File: config.mk
export PLATFORM = sky130hd
export DESIGN_NAME = i2c_boot_master
export DESIGN_NICKNAME = d
export VERILOG_FILES = /design/src/rtl/i2c_boot_pkg.sv /design/src/rtl/i2c_sync.sv /design/src/rtl/i2c_byte_eng.sv /design/src/rtl/i2c_boot_seq.sv /design/src/rtl/i2c_boot_master.sv
export SDC_FILE = /design/constraint.sdc
export NUM_CORES = 1
export LEC_CHECK = 0
export ABC_CLOCK_PERIOD_IN_PS = 2100
export BUFFER_PORTS_ARGS = -buffer_cell sky130_fd_sc_hd__buf_2
export CORE_MARGIN = 8
export CORE_UTILIZATION = 55
export DETAILED_ROUTE_END_ITERATION = 12
export PLACE_DENSITY = 0.83
export SYNTH_ARGS = -nofsm -noshare
export SYNTH_HDL_FRONTEND = slang
export SYNTH_SLANG_ARGS = --single-unit
File: constraint.sdc
create_clock -name clk_i -period 2.1 [get_ports clk_i]
set_input_delay 0.105 -clock clk_i [delete_from_list [all_inputs] [get_ports clk_i]]
set_output_delay 0.105 -clock clk_i [all_outputs]
set_load 0.05 [all_outputs]
File: src/rtl/i2c_boot_pkg.sv
package i2c_boot_pkg;
  typedef enum logic [1:0] {OP_START, OP_STOP, OP_WR, OP_RD} i2c_op_e;
  typedef enum logic [1:0] {ST_IDLE, ST_LOW, ST_HIGH, ST_TAIL} eng_st_e;
endpackage

File: src/rtl/i2c_sync.sv
module i2c_sync #(
  parameter int W = 2
) (
  input  logic         clk_i,
  input  logic         rst_ni,
  input  logic [W-1:0] d_i,
  output logic [W-1:0] q_o
);
  logic [W-1:0] s1_q, s2_q;

  // idle bus reads high
  always_ff @(posedge clk_i or negedge rst_ni) begin
    if (!rst_ni) begin
      s1_q <= '1;
      s2_q <= '1;
    end else begin
      s1_q <= d_i;
      s2_q <= s1_q;
    end
  end

  assign q_o = s2_q;
endmodule

File: src/rtl/i2c_byte_eng.sv
module i2c_byte_eng
  import i2c_boot_pkg::*;
#(
  parameter int HALF_CYC = 250
) (
  input  logic       clk_i,
  input  logic       rst_ni,
  input  logic       cmd_valid_i,
  input  i2c_op_e    cmd_op_i,
  input  logic [7:0] cmd_wdata_i,
  input  logic       cmd_last_i,
  input  logic       scl_s_i,
  input  logic       sda_s_i,
  output logic       busy_o,
  output logic       done_o,
  output logic [7:0] rdata_o,
  output logic       ack_o,
  output logic       scl_oe_o,
  output logic       sda_oe_o
);
  localparam int CW = $clog2(HALF_CYC + 1);
  localparam logic [CW-1:0] CNT_END = CW'(HALF_CYC - 1);

  eng_st_e       st_q;
  i2c_op_e       op_q;
  logic [7:0]    sh_q;
  logic          last_q;
  logic [3:0]    bit_q;
  logic [CW-1:0] cnt_q;
  logic          scl_oe_q, sda_oe_q, ack_q, done_q;
  logic          sda_low_want;

  always_comb begin
    unique case (op_q)
      OP_START: sda_low_want = 1'b0;
      OP_STOP:  sda_low_want = 1'b1;
      OP_WR:    sda_low_want = (bit_q < 4'd8) ? !sh_q[7] : 1'b0;
      default:  sda_low_want = (bit_q < 4'd8) ? 1'b0 : !last_q;
    endcase
  end

  always_ff @(posedge clk_i or negedge rst_ni) begin
    if (!rst_ni) begin
      st_q     <= ST_IDLE;
      op_q     <= OP_START;
      sh_q     <= '0;
      last_q   <= 1'b0;
      bit_q    <= '0;
      cnt_q    <= '0;
      scl_oe_q <= 1'b0;
      sda_oe_q <= 1'b0;
      ack_q    <= 1'b0;
      done_q   <= 1'b0;
    end else begin
      done_q <= 1'b0;
      unique case (st_q)
        ST_IDLE: if (cmd_valid_i) begin
          op_q     <= cmd_op_i;
          sh_q     <= cmd_wdata_i;
          last_q   <= cmd_last_i;
          bit_q    <= '0;
          cnt_q    <= '0;
          scl_oe_q <= 1'b1;
          st_q     <= ST_LOW;
        end
        ST_LOW: begin
          // SDA moves one cycle after SCL falls
          if (cnt_q == '0) sda_oe_q <= sda_low_want;
          if (cnt_q == CNT_END) begin
            cnt_q    <= '0;
            scl_oe_q <= 1'b0;
            st_q     <= ST_HIGH;
          end else cnt_q <= cnt_q + 1'b1;
        end
        ST_HIGH: if (scl_s_i) begin
          if (cnt_q == CNT_END) begin
            cnt_q <= '0;
            if (op_q == OP_START || op_q == OP_STOP) begin
              sda_oe_q <= (op_q == OP_START);
              st_q     <= ST_TAIL;
            end else if (bit_q == 4'd8) begin
              ack_q    <= !sda_s_i;
              scl_oe_q <= 1'b1;
              done_q   <= 1'b1;
              st_q     <= ST_IDLE;
            end else begin
              sh_q     <= {sh_q[6:0], sda_s_i};
              bit_q    <= bit_q + 1'b1;
              scl_oe_q <= 1'b1;
              st_q     <= ST_LOW;
            end
          end else cnt_q <= cnt_q + 1'b1;
        end
        default: begin
          if (cnt_q == CNT_END) begin
            cnt_q    <= '0;
            scl_oe_q <= (op_q == OP_START);
            done_q   <= 1'b1;
            st_q     <= ST_IDLE;
          end else cnt_q <= cnt_q + 1'b1;
        end
      endcase
    end
  end

  assign busy_o   = (st_q != ST_IDLE);
  assign done_o   = done_q;
  assign rdata_o  = sh_q;
  assign ack_o    = ack_q;
  assign scl_oe_o = scl_oe_q;
  assign sda_oe_o = sda_oe_q;


  sda_hold_chk: assert property (@(posedge clk_i) disable iff (!rst_ni)
    ($past(st_q) == ST_HIGH) && (op_q == OP_WR || op_q == OP_RD) |-> $stable(sda_oe_q));


  stretch_wait_chk: assert property (@(posedge clk_i) disable iff (!rst_ni)
    (st_q == ST_HIGH) && !scl_s_i |=> (st_q == ST_HIGH) && $stable(cnt_q));
endmodule

File: src/rtl/i2c_boot_seq.sv
module i2c_boot_seq
  import i2c_boot_pkg::*;
#(
  parameter logic [6:0]              DEV_ADDR    = 7'h50,
  parameter int                      BOOT_BYTES  = 4,
  parameter logic [BOOT_BYTES*8-1:0] CFG_DEFAULT = '0
) (
  input  logic                    clk_i,
  input  logic                    rst_ni,
  input  logic                    eng_busy_i,
  input  logic                    eng_done_i,
  input  logic [7:0]              eng_rdata_i,
  input  logic                    eng_ack_i,
  output logic                    cmd_valid_o,
  output i2c_op_e                 cmd_op_o,
  output logic [7:0]              cmd_wdata_o,
  output logic                    cmd_last_o,
  output logic                    active_o,
  output logic [BOOT_BYTES*8-1:0] cfg_o
);
  localparam int SW = $clog2(BOOT_BYTES + 7);
  localparam logic [SW-1:0] STEP_ADDR = SW'(1);
  localparam logic [SW-1:0] STEP_RD0  = SW'(5);
  localparam logic [SW-1:0] STEP_LAST = SW'(4 + BOOT_BYTES);
  localparam logic [SW-1:0] STEP_STOP = SW'(5 + BOOT_BYTES);

  logic [SW-1:0] step_q;
  logic          active_q, issue_q;

  always_comb begin
    cmd_wdata_o = 8'h00;
    if (step_q == SW'(0) || step_q == SW'(3)) cmd_op_o = OP_START;
    else if (step_q == STEP_STOP)              cmd_op_o = OP_STOP;
    else if (step_q < STEP_RD0)                cmd_op_o = OP_WR;
    else                                       cmd_op_o = OP_RD;
    if (step_q == STEP_ADDR)   cmd_wdata_o = {DEV_ADDR, 1'b0};
    if (step_q == SW'(4))      cmd_wdata_o = {DEV_ADDR, 1'b1};
  end

  assign cmd_last_o  = (step_q == STEP_LAST);
  assign cmd_valid_o = active_q && issue_q && !eng_busy_i;
  assign active_o    = active_q;

  always_ff @(posedge clk_i or negedge rst_ni) begin
    if (!rst_ni) begin
      active_q <= 1'b1;
      issue_q  <= 1'b1;
      step_q   <= '0;
    end else if (active_q) begin
      if (issue_q) begin
        if (!eng_busy_i) issue_q <= 1'b0;
      end else if (eng_done_i) begin
        if (step_q == STEP_STOP) active_q <= 1'b0;
        else begin
          issue_q <= 1'b1;
          // no device: skip to STOP, keep defaults
          step_q  <= (step_q == STEP_ADDR && !eng_ack_i) ? STEP_STOP : step_q + 1'b1;
        end
      end
    end
  end

  for (genvar k = 0; k < BOOT_BYTES; k++) begin : g_cfg
    logic [7:0] byte_q;
    always_ff @(posedge clk_i or negedge rst_ni) begin
      if (!rst_ni) byte_q <= CFG_DEFAULT[k*8 +: 8];
      else if (active_q && !issue_q && eng_done_i && step_q == SW'(5 + k))
        byte_q <= eng_rdata_i;
    end
    assign cfg_o[k*8 +: 8] = byte_q;
  end


  cfg_frozen_chk: assert property (@(posedge clk_i) disable iff (!rst_ni)
    !active_q |=> $stable(cfg_o));
endmodule

File: src/rtl/i2c_boot_master.sv
module i2c_boot_master
  import i2c_boot_pkg::*;
#(
  parameter int                      HALF_CYC    = 250,
  parameter logic [6:0]              DEV_ADDR    = 7'h50,
  parameter int                      BOOT_BYTES  = 4,
  parameter logic [BOOT_BYTES*8-1:0] CFG_DEFAULT = '0
) (
  input  logic                    clk_i,
  input  logic                    rst_ni,
  input  logic                    scl_i,
  input  logic                    sda_i,
  output logic                    scl_oe_o,
  output logic                    sda_oe_o,
  output logic                    cpu_rst_o,
  output logic [BOOT_BYTES*8-1:0] cfg_o,
  input  logic                    start_i,
  input  logic                    stop_i,
  input  logic                    wr_i,
  input  logic                    rd_i,
  input  logic                    last_i,
  input  logic [7:0]              wdata_i,
  output logic [7:0]              rdata_o,
  output logic                    ack_o,
  output logic                    done_o,
  output logic                    busy_o
);
  logic [1:0] line_s;
  logic       eng_busy, eng_done, eng_ack, eng_valid, eng_last;
  logic [7:0] eng_rdata, eng_wdata;
  i2c_op_e    eng_op;

  logic       boot_active, boot_valid, boot_last;
  logic [7:0] boot_wdata;
  i2c_op_e    boot_op;

  logic       host_req, host_valid;
  i2c_op_e    host_op;
  logic       done_q;

  i2c_sync #(.W(2)) u_sync (
    .clk_i (clk_i),
    .rst_ni(rst_ni),
    .d_i   ({scl_i, sda_i}),
    .q_o   (line_s)
  );

  i2c_boot_seq #(
    .DEV_ADDR   (DEV_ADDR),
    .BOOT_BYTES (BOOT_BYTES),
    .CFG_DEFAULT(CFG_DEFAULT)
  ) u_boot (
    .clk_i      (clk_i),
    .rst_ni     (rst_ni),
    .eng_busy_i (eng_busy),
    .eng_done_i (eng_done),
    .eng_rdata_i(eng_rdata),
    .eng_ack_i  (eng_ack),
    .cmd_valid_o(boot_valid),
    .cmd_op_o   (boot_op),
    .cmd_wdata_o(boot_wdata),
    .cmd_last_o (boot_last),
    .active_o   (boot_active),
    .cfg_o      (cfg_o)
  );

  assign host_req   = start_i | stop_i | wr_i | rd_i;
  assign host_valid = !boot_active && !eng_busy && host_req;
  assign host_op    = start_i ? OP_START : stop_i ? OP_STOP : wr_i ? OP_WR : OP_RD;

  assign eng_valid = boot_active ? boot_valid : host_valid;
  assign eng_op    = boot_active ? boot_op    : host_op;
  assign eng_wdata = boot_active ? boot_wdata : wdata_i;
  assign eng_last  = boot_active ? boot_last  : last_i;

  i2c_byte_eng #(.HALF_CYC(HALF_CYC)) u_eng (
    .clk_i      (clk_i),
    .rst_ni     (rst_ni),
    .cmd_valid_i(eng_valid),
    .cmd_op_i   (eng_op),
    .cmd_wdata_i(eng_wdata),
    .cmd_last_i (eng_last),
    .scl_s_i    (line_s[1]),
    .sda_s_i    (line_s[0]),
    .busy_o     (eng_busy),
    .done_o     (eng_done),
    .rdata_o    (eng_rdata),
    .ack_o      (eng_ack),
    .scl_oe_o   (scl_oe_o),
    .sda_oe_o   (sda_oe_o)
  );

  always_ff @(posedge clk_i or negedge rst_ni) begin
    if (!rst_ni)                        done_q <= 1'b0;
    else if (host_valid)                done_q <= 1'b0;
    else if (eng_done && !boot_active)  done_q <= 1'b1;
  end

  assign cpu_rst_o = boot_active;
  assign done_o    = done_q;
  assign busy_o    = boot_active | eng_busy;
  assign rdata_o   = eng_rdata;
  assign ack_o     = eng_ack;


  boot_release_idle_chk: assert property (@(posedge clk_i) disable iff (!rst_ni)
    $fell(cpu_rst_o) |-> !scl_oe_o && !sda_oe_o);


  done_clear_chk: assert property (@(posedge clk_i) disable iff (!rst_ni)
    host_valid |=> !done_o && busy_o);
endmodule

==> results.md <==
* Dpl cells at 461
* Initial Util at 56.9%
* VDD IR max at between 400 and 500 uV
* Yosys warns at 0
* CP required at 2.33 ns
* Post-synth EDFFs at 0
* Hpwl dp at approximately 6200 um
* Post-route insts no fill at 480
* Antenna Nets Post-Route at 0
* First-pass GRT wire length at 14400 um
* Kind of critical path: register to register
* Worst skew pair latency at roughly 0.36 ns
* Pwr/cell area at 676 nW/um2
* Gr usage total at 18.5%
* H-tree depth reported by CTS at 3
* Synthesized net count at 353
* Synth Instances at between 300 and 400
* Area growth syn-to-layout at 19.0%
* Hold Path Class: input pin to register
* Root buffer cell: clkbuf_8
* CORE AREA at 6390 um2
* Psw at roughly 0.00073 W
* Remaining DRCs at 0
* Worst slew pin tran at 0.609 ns
* Min Tclk post-route at 1.96 ns
* Power share of the clock group at 41.9%
* Hold Vio Cnt, Final at 0
* Final setup skew at approximately 0.011 ns
* Final setup vio count at 0
* Fin nets at 425
* GPL Wtd Cong at slightly above 0.9
* Fin crit share at between 90% and 100%
* PortBufs at 62
* Register area share after synthesis at 49.8%
* Hold_ws at 0.0951 ns
* Die ar. at 9460 um2
* Fmax at 0.511 GHz
* I/O pin total at 63
* Arrival @ worst endpoint at approximately 2.2 ns
* Cell row count at 29
* Fillcell total at about 480
* Routed len/inst at 17.7 um
* Via Count at 2833
* Clock slew at reported path FFs at roughly 0.07 ns
* Layout cell share with drive strength beyond 1 at 37.2%
* Leak pwr at 2.19 nW
* MaxCap Viol Count at 0
* CTS Sinks at 72
* Die X at roughly 97 um
* Int Pwr at 0.00219 W
* Asr flop ratio synth at between 90% and 100%
* Syn Area/Cell at 11.1 um2
* CP Max Fanout at 11
* Sw frac at 24.9%
* DRT iter0 DRCs at 214
* Inserted Clock Buffers at 9
* Buffer count from post-CTS setup fixing at 0
* Max-slew headroom at 59.4%
* Via density at 5.90
* Clock Path Buffers at 2
* CTS tree: built
* Status: finished, final reports clean
* Seq pwr share at 51.7%
* Cell variety after synth at 58
* RSZ-0062 raised after global routing: no
* Inserted Diodes at 0
* Routed WL at 8510 um
* Top_reg_cell synth: dfrtp_1
* Max Slew Vio Count at 0
* Vias in the first global route at between 2000 and 3000
* Worst setup SP type: register
* Final global-route overflow total at 0
* Pin count of the biggest net entering global routing at 26
* TritonRoute pass-1 iters at 4
* Die H at between 90 and 100 um
* Initial antenna violation count at 0
* FF+latch count, synth at 72
* Placed Area at 4060 um2
* Sum Neg Setup Slack at 0 ns
* Final Cell Area at roughly 4300 um2
* Logic pwr share at 6.4%
* Cell area after synthesis at between 3000 and 4000 um2
* Crit end category: register
==> cells by family (layout without fill, tap and decap cells) <==
logic type	after synthesis	in the layout	share of synthesized area [%]
and+or+nand+nor	93	93	14.7
DFF	72	72	49.8
buffers and inverters	41	118	5.13
adders and majority gates	10	10	3.44
AOI/OAI and AO/OA	64	64	12.5
xor gates and xnor gates	1	1	0.241
muxes	45	45	14.2
==> metal layers <==
| layer | routed length [um] | track usage (%) |
|---|---|---|
| met1 | 3590 | 22.3 |
| met2 | 4180 | 30.2 |
| met3 | 556 | 5.48 |
| met4 | 186 | 7.23 |
| met5 | 0 | 0 |
==> power groups by stage <==
stage / Combinational (W) / Sequential (W) / Clock (W)
after global placement: 0.000170 / 0.00153 / 0
after CTS: 0.000187 / 0.00151 / 0.00123
after global routing: 0.000214 / 0.00152 / 0.00131
after floorplan: 0.000112 / 0.00151 / 0
after detailed placement: 0.000179 / 0.00153 / 0
final: 0.000188 / 0.00151 / 0.00122
==> repair_timing <==
action | 4_1_cts | 5_1_grt
setup endpoints to repair | 0 | 31
hold buffers | 3 | 0
endpoints found under the hold margin | 18 | 0
gates resized for setup | 0 | 4
==> per-stage QoR <==
stage | util [%] | power, W | setup WS [ns]
floorplan | - | 0.00162 | 0.0788
global placement | 63.6 | 0.00170 | 0.0877
detailed placement | 63.6 | 0.00171 | 0.0257
CTS | 67.5 | 0.00293 | 0.00452
global route | 67.7 | 0.00304 | 0.00686
finish | 67.7 | 0.00292 | 0.143
==> cell usage after synthesis (all sizes together), types with 2 or more instances <==
cell / n / area, um2
a211o: 2 / 17.5
a21o: 2 / 15.0
a21oi: 14 / 70.1
a2bb2oi: 2 / 17.5
a31oi: 8 / 50.1
a41oi: 2 / 17.5
and2: 4 / 25.0
and3: 3 / 18.8
buf: 15 / 88.8
clkbuf: 6 / 22.5
dfrtp: 66 / 1650
dfstp: 6 / 158
ha: 10 / 125
inv: 19 / 71.3
mux2: 38 / 447
mux2i: 7 / 70.1
nand2: 23 / 86.3
nand2b: 4 / 25.0
nand3: 12 / 60.1
nand4: 4 / 25.0
nand4b: 3 / 26.3
nor2: 8 / 35.0
nor2b: 6 / 37.5
nor3: 5 / 30.0
nor3b: 2 / 15.0
nor4: 6 / 37.5
nor4b: 2 / 17.5
o211ai: 2 / 20.0
o21a: 2 / 15.0
o21ai: 9 / 45.0
o221ai: 2 / 17.5
o22ai: 3 / 18.8
o31ai: 8 / 60.1
o41ai: 2 / 36.3
or4: 5 / 41.3
==> worst max-delay path, stage by stage (launching register included) <==
cell	delay, ns
dfrtp_1	0.37
inv_1	0.06
ha_1	0.18
and3b_4	0.21
o41ai_4	0.41
o211ai_4	0.25
a211o_1	0.35
==> placed cells by master (no fill, tap or decap), types with 3 or more instances in the layout <==
master and n:
a21oi_1 14, a31oi_1 8, and2_2 3, and3_1 3
buf_2 62, buf_4 17, clkbuf_8 9, dfrtp_1 66
dfstp_2 6, dlygate4sd3_1 3, ha_1 10, inv_1 19
mux2_2 33, mux2_4 5, mux2i_1 7, nand2_1 23
nand2b_1 4, nand3_1 12, nand4_1 4, nand4b_1 3
nor2_1 6, nor2b_1 6, nor3_1 4, nor4_1 6
o21ai_0 8, o22ai_1 3, o31ai_1 8, or4_1 4
==> cell type report <==
cell class | instances | area (um2) | share of cell area, %
flip-flops and latches | 72 | 1810 | 41.9
multi-input cells | 213 | 1660 | 38.3
repair buffers | 82 | 468 | 10.8
clock buffers | 10 | 128 | 2.95
well taps | 77 | 96.3 | 2.23
clock inverters | 6 | 91.3 | 2.11
inverters | 20 | 75.1 | 1.74
==> flip-flops by register name, indices dropped and copies added (netlist names), 2 cells and up <==
signal,flops
u_eng.st_q,2
u_eng.cnt_q,8
u_boot.step_q,4
u_sync.q_o,2
u_boot.g_cfg.byte_q,32
u_eng.rdata_o,8
u_sync.s1_q,2
u_eng.op_q,2
u_eng.bit_q,4
==> worst paths after layout <==
path	from	end	slack, ns	cells past startpoint
hold reg to reg	u_sync.s1_q[1]	u_sync.q_o[1]	0.36	0
min in group asynchronous	rst_ni	u_eng.op_q[1]	0.26	2
hold / removal	rd_i	done_o	0.1	3
setup reg to reg	u_eng.bit_q[1]	u_eng.bit_q[2]	0.14	6
max in group asynchronous	rst_ni	u_boot.g_cfg[3].byte_q[1]	1.12	3
setup / recovery	u_eng.bit_q[1]	u_eng.bit_q[2]	0.14	6
Power figures use the tool's default switching activity.
